## src/rtl/tgt_agent_pkg.sv

```systemverilog
package tgt_agent_pkg;
  localparam int DATA_W = 32;

  typedef enum logic [1:0] {
    SZ_BYTE = 2'b00,
    SZ_HALF = 2'b01,
    SZ_WORD = 2'b10,
    SZ_RSVD = 2'b11
  } acc_size_e;

  typedef enum logic [1:0] {
    SEL_NONE = 2'd0,
    SEL_ID   = 2'd1,
    SEL_CTRL = 2'd2,
    SEL_STAT = 2'd3
  } reg_sel_e;

  typedef struct packed {
    logic     accept;
    logic     ctrlWr;
    logic     clrTimeout;
    reg_sel_e rdSel;
    logic     errMap;
    logic     errRo;
    logic     errWidth;
  } strobe_t;
endpackage

```

## src/rtl/tgt_agent_ctrl.sv

```systemverilog
module tgt_agent_ctrl
  import tgt_agent_pkg::*;
#(
  parameter int              ADDR_W   = 8,
  parameter logic [ADDR_W-1:0] ID_OFF   = 'h00,
  parameter logic [ADDR_W-1:0] CTRL_OFF = 'h20,
  parameter logic [ADDR_W-1:0] STAT_OFF = 'h28
) (
  input  logic              reqValid,
  input  logic              reqWrite,
  input  logic [ADDR_W-1:0] reqAddr,
  input  logic [1:0]        reqSize,
  input  logic              wdataBit0,
  output strobe_t           strb
);
  logic isWord, hitId, hitCtrl, hitStat, mapped, goodAcc;

  always_comb begin
    isWord  = (reqSize == SZ_WORD);
    hitId   = (reqAddr == ID_OFF);
    hitCtrl = (reqAddr == CTRL_OFF);
    hitStat = (reqAddr == STAT_OFF);
    mapped  = hitId | hitCtrl | hitStat;
    goodAcc = reqValid & isWord;

    strb            = '0;
    strb.accept     = reqValid;
    strb.errWidth   = reqValid & ~isWord;
    strb.errMap     = goodAcc & ~mapped;
    strb.errRo      = goodAcc & reqWrite & (hitId | hitStat);
    strb.ctrlWr     = goodAcc & reqWrite & hitCtrl;
    strb.clrTimeout = goodAcc & reqWrite & hitCtrl & wdataBit0;

    if (goodAcc && !reqWrite) begin
      if (hitId)        strb.rdSel = SEL_ID;
      else if (hitCtrl) strb.rdSel = SEL_CTRL;
      else if (hitStat) strb.rdSel = SEL_STAT;
      else              strb.rdSel = SEL_NONE;
    end else begin
      strb.rdSel = SEL_NONE;
    end
  end
endmodule

```

## src/rtl/tgt_agent_dpath.sv

```systemverilog
module tgt_agent_dpath
  import tgt_agent_pkg::*;
#(
  parameter logic [DATA_W-1:0] ID_VALUE  = 32'h5441_4731,
  parameter logic [DATA_W-1:0] CTRL_MASK = 32'h0100_0700,
  parameter logic [DATA_W-1:0] CTRL_RST  = 32'h0000_0200
) (
  input  logic              clk,
  input  logic              rstN,
  input  strobe_t           strb,
  input  logic [DATA_W-1:0] reqWdata,
  input  logic              timeoutEvent,
  output logic [DATA_W-1:0] ctrlValue,
  output logic              timeoutFlag,
  output logic              rspValid,
  output logic [DATA_W-1:0] rspRdata,
  output logic              rspMapErr,
  output logic              rspRoErr,
  output logic              rspWidthErr
);
  localparam int STAT_PAD = DATA_W - 1;

  logic [DATA_W-1:0] ctrlQ;
  logic              toFlagQ;
  logic [DATA_W-1:0] rdMux;

  always_comb begin
    case (strb.rdSel)
      SEL_ID:   rdMux = ID_VALUE;
      SEL_CTRL: rdMux = ctrlQ;
      SEL_STAT: rdMux = {{STAT_PAD{1'b0}}, toFlagQ};
      default:  rdMux = '0;
    endcase
  end

  always_ff @(posedge clk or negedge rstN) begin
    if (!rstN) begin
      ctrlQ <= CTRL_RST & CTRL_MASK;
    end else if (strb.ctrlWr) begin
      ctrlQ <= reqWdata & CTRL_MASK;
    end
  end

  always_ff @(posedge clk or negedge rstN) begin
    if (!rstN) begin
      toFlagQ <= 1'b0;
    end else if (strb.clrTimeout) begin
      toFlagQ <= 1'b0;
    end else if (timeoutEvent) begin
      toFlagQ <= 1'b1;
    end
  end

  always_ff @(posedge clk or negedge rstN) begin
    if (!rstN) begin
      rspValid    <= 1'b0;
      rspRdata    <= '0;
      rspMapErr   <= 1'b0;
      rspRoErr    <= 1'b0;
      rspWidthErr <= 1'b0;
    end else begin
      rspValid    <= strb.accept;
      rspRdata    <= rdMux;
      rspMapErr   <= strb.errMap;
      rspRoErr    <= strb.errRo;
      rspWidthErr <= strb.errWidth;
    end
  end

  assign ctrlValue   = ctrlQ;
  assign timeoutFlag = toFlagQ;
endmodule

```

## src/rtl/tgt_agent_regs.sv

```systemverilog
module tgt_agent_regs
  import tgt_agent_pkg::*;
#(
  parameter int                ADDR_W    = 8,
  parameter logic [ADDR_W-1:0] ID_OFF    = 'h00,
  parameter logic [ADDR_W-1:0] CTRL_OFF  = 'h20,
  parameter logic [ADDR_W-1:0] STAT_OFF  = 'h28,
  parameter logic [31:0]       ID_VALUE  = 32'h5441_4731,
  parameter logic [31:0]       CTRL_MASK = 32'h0100_0700,
  parameter logic [31:0]       CTRL_RST  = 32'h0000_0200
) (
  input  logic              clk,
  input  logic              rstN,
  input  logic              reqValid,
  input  logic              reqWrite,
  input  logic [ADDR_W-1:0] reqAddr,
  input  logic [1:0]        reqSize,
  input  logic [31:0]       reqWdata,
  input  logic              timeoutEvent,
  output logic              rspValid,
  output logic [31:0]       rspRdata,
  output logic              rspErr,
  output logic              rspRoErr,
  output logic              rspWidthErr
);
  strobe_t           strb;
  logic [DATA_W-1:0] ctrlValue;
  logic              timeoutFlag;
  logic              rspMapErr;

  tgt_agent_ctrl #(
    .ADDR_W  (ADDR_W),
    .ID_OFF  (ID_OFF),
    .CTRL_OFF(CTRL_OFF),
    .STAT_OFF(STAT_OFF)
  ) ctrl_i (
    .reqValid (reqValid),
    .reqWrite (reqWrite),
    .reqAddr  (reqAddr),
    .reqSize  (reqSize),
    .wdataBit0(reqWdata[0]),
    .strb     (strb)
  );

  tgt_agent_dpath #(
    .ID_VALUE (ID_VALUE),
    .CTRL_MASK(CTRL_MASK),
    .CTRL_RST (CTRL_RST)
  ) dpath_i (
    .clk         (clk),
    .rstN        (rstN),
    .strb        (strb),
    .reqWdata    (reqWdata),
    .timeoutEvent(timeoutEvent),
    .ctrlValue   (ctrlValue),
    .timeoutFlag (timeoutFlag),
    .rspValid    (rspValid),
    .rspRdata    (rspRdata),
    .rspMapErr   (rspMapErr),
    .rspRoErr    (rspRoErr),
    .rspWidthErr (rspWidthErr)
  );

  assign rspErr = rspMapErr | rspRoErr | rspWidthErr;
endmodule

```

## config.mk

```make
export PLATFORM = sky130hd
export DESIGN_NAME = tgt_agent_regs
export DESIGN_NICKNAME = d
export VERILOG_FILES = /design/src/rtl/tgt_agent_pkg.sv /design/src/rtl/tgt_agent_ctrl.sv /design/src/rtl/tgt_agent_dpath.sv /design/src/rtl/tgt_agent_regs.sv
export SDC_FILE = /design/constraint.sdc
export NUM_CORES = 1
export LEC_CHECK = 0
export BUFFER_PORTS_ARGS = -buffer_cell sky130_fd_sc_hd__buf_4
export CORE_MARGIN = 2
export CORE_UTILIZATION = 38
export CTS_CLUSTER_SIZE = 16
export DETAILED_ROUTE_END_ITERATION = 7
export GPL_ROUTABILITY_DRIVEN = 0
export PLACE_DENSITY = 0.95
export SYNTH_ARGS = -nofsm -noshare
export SYNTH_HDL_FRONTEND = slang
export SYNTH_SLANG_ARGS = --single-unit
```

## constraint.sdc

```tcl
create_clock -name clk -period 3.3 [get_ports clk]
set_clock_uncertainty 0.1 [all_clocks]
set_input_delay 0.495 -clock clk [delete_from_list [all_inputs] [get_ports clk]]
set_output_delay 0.495 -clock clk [all_outputs]
set_load 0.03 [all_outputs]
```

==> run metrics <==
status=complete, no violations; Power Dens Cells=345 nW/µm²; TritonCTS clock tree=built; RR Startpoint=dpath_i.ctrlValue[9]; Slew Viols, Final=0; CP max-delay cell=or4_4; GRT Util Overall=between 10% and 20%; Clock Sink Count=15; largest net degree at the start of global routing=16; sequence of cells on the critical path=buf_4 > or4_4 > or3_1 > a2111oi_2; DP HPWL=1.26 mm; # diodes=0; Hold Vio Cnt, Final=0; synthesized instance count=79; Max Root-Sink Buffers=2; routed via count=a little over 600; Worst-Skew Late Latency=between 200 and 300 ps; CP arrival=just over 2000 ps; Detail Route Antenna Nets=0; WP data required=roughly 3400 ps; top cell type's share of synthesized area=between 40% and 50%; Synth area leader=dfrtp_1; Mean Syn Cell Area=10.9 µm²; Root Buffer=clkbuf_4; minimum clock period=between 1500 and 2000 ps; Startpoint Class=input pin; Max H-tree Level=1; Clock transition at path regs=about 90 ps; maximum vdd drop=0.000193 V; final worst path period share=60.1%; DR vias/cell=roughly 4.4; starting DRC count in detailed routing=5; WHS=between 200 and 250 ps; wire per inst=roughly 11 µm; Leakage=about 0.52 nW; CP max FO=8; total of max-cap violations=0; Die X=51.6 µm; EDFF count, synth=0; post-synthesis sequential area ratio=a little over two fifths; Buffers on Ports=36; vias in the first global route=~580; HP Class=input pin to flip-flop; hold wc startpoint=reqValid; initial antenna violation count=0; synth top area cells=dfrtp_1 41%, buf_4 24%, mux2_2 5.2%, a2111oi_2 3.5%, a2111oi_4 3.2%; first-pass GRT wire length=2.47 mm; PostCTS Resize Cnt=0; Worst Path Buf+Inv=1; setup violators final=0; share of layout cells above drive strength 1=between 40 and 50%; Worst setup startpoint=reqAddr[2]; DIE AREA=roughly 2700 µm²; area growth from synthesis to layout=22.7%; Starting Density=roughly two fifths; RSZ-0062 raised after global routing=false; Chip Height=51.6 µm; Yosys reg bits=15; Top delay family on crit path=simple AND/OR/NAND/NOR gates; Post-synth ARST share=100%; f_max=slightly above 0.5 GHz; max incr delay on CP=about 550 ps; num rows=17; top-count cell post-synth=buf_4; CP Capture Type=flip-flop; Layout Nets=about 160; kind of critical path=input pin to flip-flop; cts bufs inserted=3; Post-synth top cells=27 x buf_4, 14 x dfrtp_1, 4 x inv_1, 4 x mux2_2; Top FF cell, synth=dfrtp_1; fill cell count=about 210; Ys Warns=0; Core ar.=~2200 µm²; final WL=around 1.5 mm; IO Count=83; TNS Setup=0 ps; GR Overflow Total=0; Netlist cell types=24; Netlist Area Pre-Place=roughly 860 µm²; drt first pass iters=4; DR DRC count=0
-- sequential cells by signal, summed over array words and instances, names as in the netlist --
register	cells
dpath_i.ctrlValue	4
dpath_i.rspMapErr	1
dpath_i.rspRdata	6
dpath_i.rspRoErr	1
dpath_i.rspValid	1
dpath_i.rspWidthErr	1
dpath_i.timeoutFlag	1
-- worst paths after layout --
kind / to / slack, ps / cells past startpoint
max in group asynchronous: dpath_i.ctrlValue[9] / 2360 / 2
min in group asynchronous: dpath_i.timeoutFlag / 500 / 2
worst max register to register: dpath_i.rspRdata[9] / 2150 / 2
worst min register to register: dpath_i.ctrlValue[8] / 420 / 1
worst max-delay path: dpath_i.rspRdata[9] / 1320 / 4
worst min-delay path: dpath_i.rspValid / 230 / 1
-- cell type report --
| type | count | area, µm² | share of cell area [%] |
|---|---|---|---|
| Clock buffer | 4 | 26.3 | 2.49 |
| Tap cell | 28 | 35.0 | 3.32 |
| Timing Repair Buffer | 37 | 280 | 26.5 |
| Sequential cell | 15 | 377 | 35.7 |
| Multi-Input combinational cell | 48 | 323 | 30.6 |
| Inverter | 4 | 15.0 | 1.42 |
-- per-stage QoR --
stage                     setup slack (ps)  cells  power, mW  util, %  cell area [µm²]
after floorplan                       1290     97      0.255        -              928
after global placement                1090    131      0.262     47.0             1020
after detailed placement              1030    131      0.264     47.0             1020
after CTS                             1330    136      0.366     48.7             1060
after global routing                  1270    136      0.385     48.7             1060
final                                 1320    136      0.364     48.7             1060
-- per-layer routing --
layer	wire length, µm	global-route usage [%]
met1	484	11.9
met4	27	6.58
met5	0	0
met3	159	3.16
met2	847	25.6
-- placed cells by master, fill, tap and decap left out --
master	synthesis	final
or3_1	2	2
o21a_1	1	1
dfstp_2	1	1
clkbuf_4	0	3
a2111oi_2	2	2
nor4_2	1	1
or2_2	1	1
o22a_1	1	1
buf_4	27	36
inv_1	4	4
nor3_1	2	2
nand3b_1	3	3
nand3_1	2	2
mux2_2	4	4
dlygate4sd3_1	0	1
nand4b_1	1	1
nand2b_1	2	2
conb_1	1	19
nor2_1	2	2
a21oi_1	1	1
dfrtp_1	14	14
nor4_1	1	1
a21boi_0	1	1
a2111oi_4	1	1
clkbuf_1	3	1
or4_4	1	1
-- power breakdown --
| part | internal, mW | switching (mW) | total, mW | leakage, nW |
|---|---|---|---|---|
| registers | 0.186 | 0.000814 | 0.187 | 0.196 |
| logic | 0.0234 | 0.0513 | 0.0747 | 0.311 |
| clock network | 0.0469 | 0.0560 | 0.103 | 0.0150 |
| total | 0.256 | 0.108 | 0.364 | 0.522 |
-- logic make-up after synthesis --
family          share of synthesized area [%]
flops                                    43.8
compound gates                           10.0
buf+inv                                  26.6
mux                                      5.23
other cells                             0.436
simple gates                             14.0
-- what timing repair did --
item                      CTS  global route
hold endpoints to repair   14             0
setup buffers               0             0
hold buffers                1             0
No activity file was read; power rests on OpenSTA's default activity.
